[src/rtl/adc_seq_pkg.sv]
package adc_seq_pkg;
  typedef enum logic [2:0] {
    ST_IDLE = 3'd0,
    ST_ACQ  = 3'd1,
    ST_CONV = 3'd2,
    ST_PROC = 3'd3,
    ST_SHUT = 3'd4
  } seq_st_e;

  typedef struct packed {
    logic       diff;
    logic       left;
    logic       ext;
    logic [1:0] gain;
  } ch_cfg_t;

  localparam int unsigned CFG_W = $bits(ch_cfg_t);
endpackage

[src/rtl/adc_clk_div.sv]
module adc_clk_div #(
  parameter int unsigned DIV_W     = 4,
  parameter int unsigned MIN_RATIO = 8
) (
  input  logic             clk_i,
  input  logic             rst_ni,
  input  logic             run_i,
  input  logic [DIV_W-1:0] div_sel_i,
  output logic             tick_o,
  output logic             adc_clk_o
);
  localparam int unsigned CNT_W = DIV_W + 4;

  logic [CNT_W-1:0] ratio_m1, half, cnt_q;

  assign ratio_m1  = CNT_W'(MIN_RATIO - 1) + CNT_W'(div_sel_i);
  assign half      = (ratio_m1 + CNT_W'(1)) >> 1;
  assign tick_o    = run_i && (cnt_q == ratio_m1);
  assign adc_clk_o = run_i && (cnt_q >= half);

  // counter restarts at every conversion so each one spans whole periods
  always_ff @(posedge clk_i or negedge rst_ni) begin
    if (!rst_ni)                cnt_q <= '0;
    else if (!run_i || tick_o)  cnt_q <= '0;
    else                        cnt_q <= cnt_q + CNT_W'(1);
  end
endmodule

[src/rtl/adc_seq_fsm.sv]
module adc_seq_fsm
  import adc_seq_pkg::*;
#(
  parameter int unsigned NUM_BUF  = 24,
  parameter int unsigned IDX_W    = 5,
  parameter int unsigned EXT_W    = 8,
  parameter int unsigned CONV_CYC = 15,
  parameter int unsigned PROC_CYC = 4
) (
  input  logic             clk_i,
  input  logic             rst_ni,
  input  logic             start_i,
  input  logic             cont_i,
  input  logic [IDX_W-1:0] seq_last_i,
  input  logic [EXT_W-1:0] acq_ext_i,
  input  logic             ext_en_i,
  input  logic             tick_i,
  output seq_st_e          state_o,
  output logic [IDX_W-1:0] slot_o,
  output logic             pass_o,
  output logic             capture_o,
  output logic             store_o,
  output logic             start_acc_o,
  output logic             conv_go_o
);
  localparam int unsigned TCK_W = $clog2(CONV_CYC + 1);
  localparam int unsigned PRC_W = $clog2(PROC_CYC + 1);
  localparam logic [IDX_W-1:0] LAST_MAX = IDX_W'(NUM_BUF - 1);

  seq_st_e          st_q;
  logic [IDX_W-1:0] slot_q, last_q;
  logic             pass_q, cont_q, go_q;
  logic [EXT_W-1:0] acq_cnt;
  logic [TCK_W-1:0] tck_cnt;
  logic [PRC_W-1:0] prc_cnt;
  logic             idle, acq_done, conv_done, proc_done;

  assign idle        = (st_q == ST_IDLE) || (st_q == ST_SHUT);
  assign start_acc_o = start_i && idle;
  assign acq_done    = (st_q == ST_ACQ) && (!ext_en_i || acq_cnt == acq_ext_i);
  assign conv_done   = (st_q == ST_CONV) && tick_i && (tck_cnt == TCK_W'(CONV_CYC - 1));
  assign proc_done   = (st_q == ST_PROC) && (prc_cnt == PRC_W'(PROC_CYC - 1));

  assign state_o   = st_q;
  assign slot_o    = slot_q;
  assign pass_o    = pass_q;
  assign capture_o = conv_done;
  assign store_o   = proc_done && pass_q;
  assign conv_go_o = go_q;

  always_ff @(posedge clk_i or negedge rst_ni) begin
    if (!rst_ni) begin
      st_q    <= ST_IDLE;
      slot_q  <= '0;
      last_q  <= '0;
      pass_q  <= 1'b0;
      cont_q  <= 1'b0;
      go_q    <= 1'b0;
      acq_cnt <= '0;
      tck_cnt <= '0;
      prc_cnt <= '0;
    end else begin
      go_q <= acq_done;
      unique case (st_q)
        ST_IDLE, ST_SHUT: begin
          if (start_i) begin
            st_q    <= ST_ACQ;
            slot_q  <= '0;
            pass_q  <= 1'b0;
            acq_cnt <= '0;
            cont_q  <= cont_i;
            last_q  <= (seq_last_i > LAST_MAX) ? LAST_MAX : seq_last_i;
          end
        end
        ST_ACQ: begin
          if (acq_done) begin
            st_q    <= ST_CONV;
            tck_cnt <= '0;
          end else begin
            acq_cnt <= acq_cnt + EXT_W'(1);
          end
        end
        ST_CONV: begin
          if (conv_done) begin
            st_q    <= ST_PROC;
            prc_cnt <= '0;
          end else if (tick_i) begin
            tck_cnt <= tck_cnt + TCK_W'(1);
          end
        end
        ST_PROC: begin
          if (proc_done) begin
            acq_cnt <= '0;
            pass_q  <= ~pass_q;
            if (!pass_q) begin
              st_q <= ST_ACQ;
            end else if (slot_q == last_q) begin
              slot_q <= '0;
              st_q   <= cont_q ? ST_ACQ : ST_SHUT;
            end else begin
              slot_q <= slot_q + IDX_W'(1);
              st_q   <= ST_ACQ;
            end
          end else begin
            prc_cnt <= prc_cnt + PRC_W'(1);
          end
        end
        default: st_q <= ST_IDLE;
      endcase
    end
  end
endmodule

[src/rtl/adc_avg_fmt.sv]
module adc_avg_fmt #(
  parameter int unsigned CODE_W = 13,
  parameter int unsigned DATA_W = 16
) (
  input  logic              clk_i,
  input  logic              rst_ni,
  input  logic              capture_i,
  input  logic              pass_i,
  input  logic              left_i,
  input  logic [CODE_W-1:0] code_i,
  output logic [DATA_W-1:0] data_o
);
  localparam int unsigned PAD_W = DATA_W - CODE_W;

  logic [CODE_W-1:0] code_a_q, code_b_q, avg;
  logic [CODE_W:0]   sum;

  always_ff @(posedge clk_i or negedge rst_ni) begin
    if (!rst_ni) begin
      code_a_q <= '0;
      code_b_q <= '0;
    end else if (capture_i) begin
      if (pass_i) code_b_q <= code_i;
      else        code_a_q <= code_i;
    end
  end

  assign sum    = {1'b0, code_a_q} + {1'b0, code_b_q};
  assign avg    = sum[CODE_W:1];
  assign data_o = left_i ? {avg, {PAD_W{1'b0}}} : {{PAD_W{1'b0}}, avg};
endmodule

[src/rtl/adc_res_bank.sv]
module adc_res_bank #(
  parameter int unsigned NUM_BUF = 24,
  parameter int unsigned DATA_W  = 16,
  parameter int unsigned IDX_W   = 5
) (
  input  logic              clk_i,
  input  logic              rst_ni,
  input  logic              we_i,
  input  logic [IDX_W-1:0]  widx_i,
  input  logic [DATA_W-1:0] wdata_i,
  input  logic [IDX_W-1:0]  ridx_i,
  output logic [DATA_W-1:0] rdata_o
);
  logic [DATA_W-1:0] mem_q [NUM_BUF];

  for (genvar g = 0; g < NUM_BUF; g++) begin : g_buf
    always_ff @(posedge clk_i or negedge rst_ni) begin
      if (!rst_ni)                                  mem_q[g] <= '0;
      else if (we_i && widx_i == IDX_W'(g))         mem_q[g] <= wdata_i;
    end
  end

  always_comb begin
    rdata_o = '0;
    for (int i = 0; i < NUM_BUF; i++) begin
      if (ridx_i == IDX_W'(i)) rdata_o = mem_q[i];
    end
  end
endmodule

[src/rtl/adc_seq_ctrl.sv]
module adc_seq_ctrl
  import adc_seq_pkg::*;
#(
  parameter int unsigned NUM_CH   = 16,
  parameter int unsigned NUM_BUF  = 24,
  parameter int unsigned CODE_W   = 13,
  parameter int unsigned DATA_W   = 16,
  parameter int unsigned DIV_W    = 4,
  parameter int unsigned EXT_W    = 8,
  parameter int unsigned SMP_W    = 8,
  parameter int unsigned CONV_CYC = 15,
  parameter int unsigned PROC_CYC = 4,
  localparam int unsigned CH_W    = $clog2(NUM_CH),
  localparam int unsigned IDX_W   = $clog2(NUM_BUF)
) (
  input  logic                      clk_i,
  input  logic                      rst_ni,
  input  logic                      start_i,
  input  logic                      cont_i,
  input  logic [DIV_W-1:0]          div_sel_i,
  input  logic [EXT_W-1:0]          acq_ext_i,
  input  logic [IDX_W-1:0]          seq_last_i,
  input  logic [NUM_BUF*CH_W-1:0]   seq_ch_i,
  input  logic [NUM_CH*CFG_W-1:0]   ch_cfg_i,
  input  logic [SMP_W-1:0]          dai_thr_i,
  input  logic                      dai_clr_i,
  input  logic [CODE_W-1:0]         code_i,
  input  logic [IDX_W-1:0]          rd_idx_i,
  output logic                      adc_clk_o,
  output logic                      conv_go_o,
  output logic [CH_W-1:0]           mux_sel_o,
  output logic                      diff_o,
  output logic [1:0]                gain_o,
  output logic                      busy_o,
  output logic                      shdn_o,
  output logic                      dai_o,
  output logic [DATA_W-1:0]         rd_data_o
);
  seq_st_e           st;
  logic [IDX_W-1:0]  slot;
  logic [CH_W-1:0]   cur_ch;
  ch_cfg_t           cur_cfg;
  logic              pass, capture, store, start_acc, tick;
  logic [DATA_W-1:0] wdata;
  logic [SMP_W-1:0]  smp_cnt_q;
  logic              dai_q, thr_hit;

  assign cur_ch  = seq_ch_i[int'(slot)*CH_W +: CH_W];
  assign cur_cfg = ch_cfg_t'(ch_cfg_i[int'(cur_ch)*CFG_W +: CFG_W]);

  assign mux_sel_o = cur_ch;
  assign diff_o    = cur_cfg.diff;
  assign gain_o    = cur_cfg.gain;
  assign busy_o    = (st == ST_ACQ) || (st == ST_CONV) || (st == ST_PROC);
  assign shdn_o    = (st == ST_SHUT);
  assign dai_o     = dai_q;

  adc_clk_div #(
    .DIV_W    (DIV_W),
    .MIN_RATIO(8)
  ) u_div (
    .clk_i    (clk_i),
    .rst_ni   (rst_ni),
    .run_i    (st == ST_CONV),
    .div_sel_i(div_sel_i),
    .tick_o   (tick),
    .adc_clk_o(adc_clk_o)
  );

  adc_seq_fsm #(
    .NUM_BUF (NUM_BUF),
    .IDX_W   (IDX_W),
    .EXT_W   (EXT_W),
    .CONV_CYC(CONV_CYC),
    .PROC_CYC(PROC_CYC)
  ) u_fsm (
    .clk_i      (clk_i),
    .rst_ni     (rst_ni),
    .start_i    (start_i),
    .cont_i     (cont_i),
    .seq_last_i (seq_last_i),
    .acq_ext_i  (acq_ext_i),
    .ext_en_i   (cur_cfg.ext),
    .tick_i     (tick),
    .state_o    (st),
    .slot_o     (slot),
    .pass_o     (pass),
    .capture_o  (capture),
    .store_o    (store),
    .start_acc_o(start_acc),
    .conv_go_o  (conv_go_o)
  );

  adc_avg_fmt #(
    .CODE_W(CODE_W),
    .DATA_W(DATA_W)
  ) u_avg (
    .clk_i    (clk_i),
    .rst_ni   (rst_ni),
    .capture_i(capture),
    .pass_i   (pass),
    .left_i   (cur_cfg.left),
    .code_i   (code_i),
    .data_o   (wdata)
  );

  adc_res_bank #(
    .NUM_BUF(NUM_BUF),
    .DATA_W (DATA_W),
    .IDX_W  (IDX_W)
  ) u_bank (
    .clk_i  (clk_i),
    .rst_ni (rst_ni),
    .we_i   (store),
    .widx_i (slot),
    .wdata_i(wdata),
    .ridx_i (rd_idx_i),
    .rdata_o(rd_data_o)
  );

  // threshold 0 behaves as 1
  assign thr_hit = ({1'b0, smp_cnt_q} + (SMP_W+1)'(1)) >= {1'b0, dai_thr_i};

  always_ff @(posedge clk_i or negedge rst_ni) begin
    if (!rst_ni) begin
      dai_q     <= 1'b0;
      smp_cnt_q <= '0;
    end else if (start_acc) begin
      dai_q     <= 1'b0;
      smp_cnt_q <= '0;
    end else if (store) begin
      if (thr_hit) begin
        dai_q     <= 1'b1;
        smp_cnt_q <= '0;
      end else begin
        smp_cnt_q <= smp_cnt_q + SMP_W'(1);
        if (dai_clr_i) dai_q <= 1'b0;
      end
    end else if (dai_clr_i) begin
      dai_q <= 1'b0;
    end
  end
endmodule

[config.mk]
export PLATFORM = sky130hd
export DESIGN_NAME = adc_seq_ctrl
export DESIGN_NICKNAME = d
export VERILOG_FILES = /design/src/rtl/adc_seq_pkg.sv /design/src/rtl/adc_clk_div.sv /design/src/rtl/adc_seq_fsm.sv /design/src/rtl/adc_avg_fmt.sv /design/src/rtl/adc_res_bank.sv /design/src/rtl/adc_seq_ctrl.sv
export SDC_FILE = /design/constraint.sdc
export NUM_CORES = 1
export LEC_CHECK = 0
export CORE_MARGIN = 4
export CORE_UTILIZATION = 35
export DETAILED_ROUTE_END_ITERATION = 10
export REMOVE_ABC_BUFFERS = 1
export SETUP_SLACK_MARGIN = 0.02
export SLEW_MARGIN = 40
export SYNTH_ARGS = -nofsm -noshare
export SYNTH_HDL_FRONTEND = slang
export SYNTH_SLANG_ARGS = --single-unit
[constraint.sdc]
create_clock -name clk_i -period 9.1 [get_ports clk_i]
set_clock_uncertainty 0.15 [all_clocks]
set_input_delay 0.91 -clock clk_i [delete_from_list [all_inputs] [get_ports clk_i]]
set_output_delay 0.91 -clock clk_i [all_outputs]
set_load 0.05 [all_outputs]
==> metrics.md <==
| Metric | Value |
|---|---|
| TritonCTS clock tree | `done` |
| Actual slew at the worst max-slew pin | `just over 0.9 ns` |
| Core ar. | `66,000 sq um` |
| Static Leak | `between 10 and 15 nW` |
| Global-route wire length before repair | `~120 mm` |
| Starting Density | `between 30% and 40%` |
| Register area share after synthesis | `49.0%` |
| Layout cells sized above 1 | `about a tenth` |
| Sequential Power Share | `a little under two fifths` |
| Top Ports | `252` |
| Clk pin slew, worst setup/hold paths | `around 0.060 ns` |
| Yosys top cell area share | `about half` |
| Sw Ratio | `approximately 34%` |
| Combinational power share | `around 30%` |
| Initial antenna violation count | `5` |
| Slew headroom | `about 39%` |
| Synth cell types | `79` |
| Height of the die | `267 um` |
| Most common cell after layout, fill and taps aside | `nand2_1` |
| Worst-path maximum fanout | `39` |
| CP Capture Type | `output port` |
| Syn Inst Count | `2,512` |
| Setup bufs post-CTS | `0` |
| DR vias | `19,800` |
| Minimum clock period | `between 6 and 7 ns` |
| Clk_lat worst skew | `0.60 ns` |
| Dpl hpwl | `53.2 mm` |
| Synthesis-to-layout area growth | `21.3%` |
| Crit path DAT | `5.20 ns` |
| Dpl ws | `between 2 and 3 ns` |
| Antenna viol nets, final | `0` |
| Hold_ws | `approximately 0.33 ns` |
| Hold Path Class | `flip-flop to flip-flop` |
| Die width | `about 270 um` |
| Reg2reg end | `u_fsm.acq_cnt[0]` |
| DRT Pass-1 Iters | `7` |
| Remaining DRCs | `0` |
| Setup tns final | `0 ns` |
| Gr ovfl total | `0` |
| Synth Flop Type | `dfrtp_1` |
| Syn_area_per_cell | `between 9 and 10 sq um` |
| Flops & latches, synth | `~460` |
| IO buf count | `around 250` |
| Final hold violation count | `0` |
| Worst EP required | `about 8 ns` |
| Pwr dens | `around 220 nW/um^2` |
| Total wire length | `74.3 mm` |
| # fillers | `6,309` |
| Clk buf depth | `3` |
| Row cnt | `94` |
| CTS root buf | `clkbuf_16` |
| Total GRT Usage | `between 20% and 30%` |
| Flop2flop setup slack | `slightly below 4 ns` |
| RD Place Congestion | `between 0.9 and 1` |
| Most frequent cells in the layout | `nand2_1 (472), dfrtp_1 (457), o21ai_0 (325)` |
| Status | `completed` |
| Final #Nets | `2,944` |
| Synth Cell Area | `23,400 sq um` |
| CTS sink count | `458` |
| Final clock period utilization by the worst path | `around 70%` |
| R2R Path Start | `u_fsm.slot_o[0]` |
| Placed cells | `about 3,500` |
| Max Freq | `approximately 160 MHz` |
| Area leader, netlist | `dfrtp_1` |
| NetSw | `~2.2 mW` |
| Vias in the first global route | `between 15,000 and 20,000` |
| CP endpoint | `gain_o[0]` |
| Die ar. | `just over 70,000 sq um` |
| Max-Cap Viols | `0` |
| Clk pwr share | `around a third` |
| Maximum number of pins on one net before global-route repair | `98` |
| Total CTS buffers | `49` |
| Max rail drop VDD | `between 200 and 250 uV` |
| P_int | `4.18 mW` |
| YS warnings | `0` |
| FF-to-FF path depth | `12` |
| Resized cells post-CTS | `0` |
| Crit Path Class | `flip-flop to output port` |
| Vias per cell | `5.52` |
| Hold-fix buffers, CTS | `0` |
| 1st-iter DRT viols | `between 1,500 and 2,000` |
| Final Slew Violations | `0` |
| Dominant cells by area after synthesis | `dfrtp_1 (49%), nand2_1 (8.0%), o21ai_0 (7.0%)` |
| Final setup margin | `~2.8 ns` |
| Avg WL per Cell | `a little over 20 um` |
| H-tree depth | `2` |
| Startpoint types | `flip-flop` |
| CP startpoint | `u_fsm.slot_o[0]` |
| Post-synth ARST share | `100%` |
| Final setup viols | `0` |
| RSZ-0062 raised after global routing | `no` |
| Fin cells | `3,584` |
| Number of synthesized flops with an enable pin | `0` |
critical path, stage by stage (launching register included):
cell             delay (ns)
dfrtp_1                0.66
buf_4                  0.35
mux4_2                 0.56
a22oi_4                0.27
inv_2                  0.09
nor3_2                 0.11
buf_4                  0.27
inv_2                  0.32
mux2i_1                0.24
mux2_2                 0.31
nand2_1                0.07
o21ai_0                0.17
a21oi_1                0.31
clkdlybuf4s50_1        0.87
synthesized netlist by cell type, types with 13 or more instances:
cell and n:
a22oi_1 32, nor2_1 163, buf_2 16, ha_1 39, o21ai_1 108, o21ai_0 325
clkbuf_1 113, buf_6 13, nand2b_1 17, xor2_1 29, nor3_1 23, and2_1 21
clkbuf_2 17, nor2b_1 13, mux2i_1 37, dfrtp_1 458, mux2_2 54, nand2_1 498
o22ai_1 30, a221oi_1 20, xnor2_1 15, mux4_2 34, nand3_1 33, a21oi_1 130
and3_1 27, a31oi_1 22, inv_1 33, a21o_1 13
area by class of cell:
type	instances	area (sq um)	share of cell area, %
Inverter	38	143	0.503
Antenna cell	1	2.50	0.00882
Timing Repair Buffer	289	2890	10.2
Clock inverter	24	325	1.15
Sequential cell	458	11500	40.4
Clock buffer	66	1350	4.76
Multi-Input combinational cell	1844	11100	39.2
Tap cell	864	1080	3.81
through the flow:
step	area [sq um]	util [%]	total power [mW]
after floorplan	22600	-	3.59
after detailed placement	26600	40.3	4.32
final	28400	43.0	6.37
after global placement	26400	40.1	4.25
after CTS	28300	42.9	6.42
after global routing	28400	43.0	6.68
how the worst min path moves through the flow:
stage,startpoint,endpoint,slack [ns],depth (start not counted)
finish,u_bank.mem_q[343],u_bank.mem_q[343],0.33,2
global route,u_bank.mem_q[35],u_bank.mem_q[35],0.35,2
CTS,rst_ni,u_fsm.acq_cnt[0],0.18,1
detailed placement,u_bank.mem_q[29],u_bank.mem_q[29],0.32,2
global placement,u_bank.mem_q[344],u_bank.mem_q[344],0.31,2
floorplan,u_bank.mem_q[100],u_bank.mem_q[100],0.29,2
flip-flops by register name, indices dropped and copies added, names as in the netlist:
| signal | count |
|---|---|
| u_fsm.conv_go_o | 1 |
| u_avg.code_a_q | 13 |
| dai_o | 1 |
| u_fsm.state_o | 3 |
| u_fsm.slot_o | 5 |
| u_fsm.prc_cnt | 3 |
| u_fsm.last_q | 5 |
| smp_cnt_q | 8 |
| u_fsm.tck_cnt | 4 |
| u_fsm.pass_o | 1 |
| u_bank.mem_q | 384 |
| u_fsm.acq_cnt | 8 |
| u_fsm.cont_q | 1 |
| u_avg.code_b_q | 13 |
| u_div.cnt_q | 8 |
logic make-up (layout without fill, tap and decap cells):
group	count (synthesis)	after routing	share of synthesized area, %
buf+inv	210	417	4.03
compound gates	780	780	19.4
xor+xnor	44	44	1.65
fa+ha+maj	40	40	2.17
mux	136	136	8.29
flops	458	458	49.0
simple gates	843	843	15.4
other cells	1	2	0.0160
power by group through the flow:
stage / clock (mW) / sequential, mW / combinational [mW]
after floorplan: 0 / 2.35 / 1.24
after global placement: 0 / 2.38 / 1.88
after detailed placement: 0 / 2.39 / 1.93
after CTS: 2.13 / 2.35 / 1.93
after global routing: 2.22 / 2.38 / 2.08
final: 2.10 / 2.35 / 1.92
routing by layer:
layer  global-route usage, %  up-vias  share of wire, %
met5                       0        -             0.052
met1                    27.9     9556                43
li1                        -     9260                 -
met3                    4.01      147               7.3
met2                    33.7      810                46
met4                    7.00        6               3.5
No activity file was read; power rests on OpenSTA's default activity.
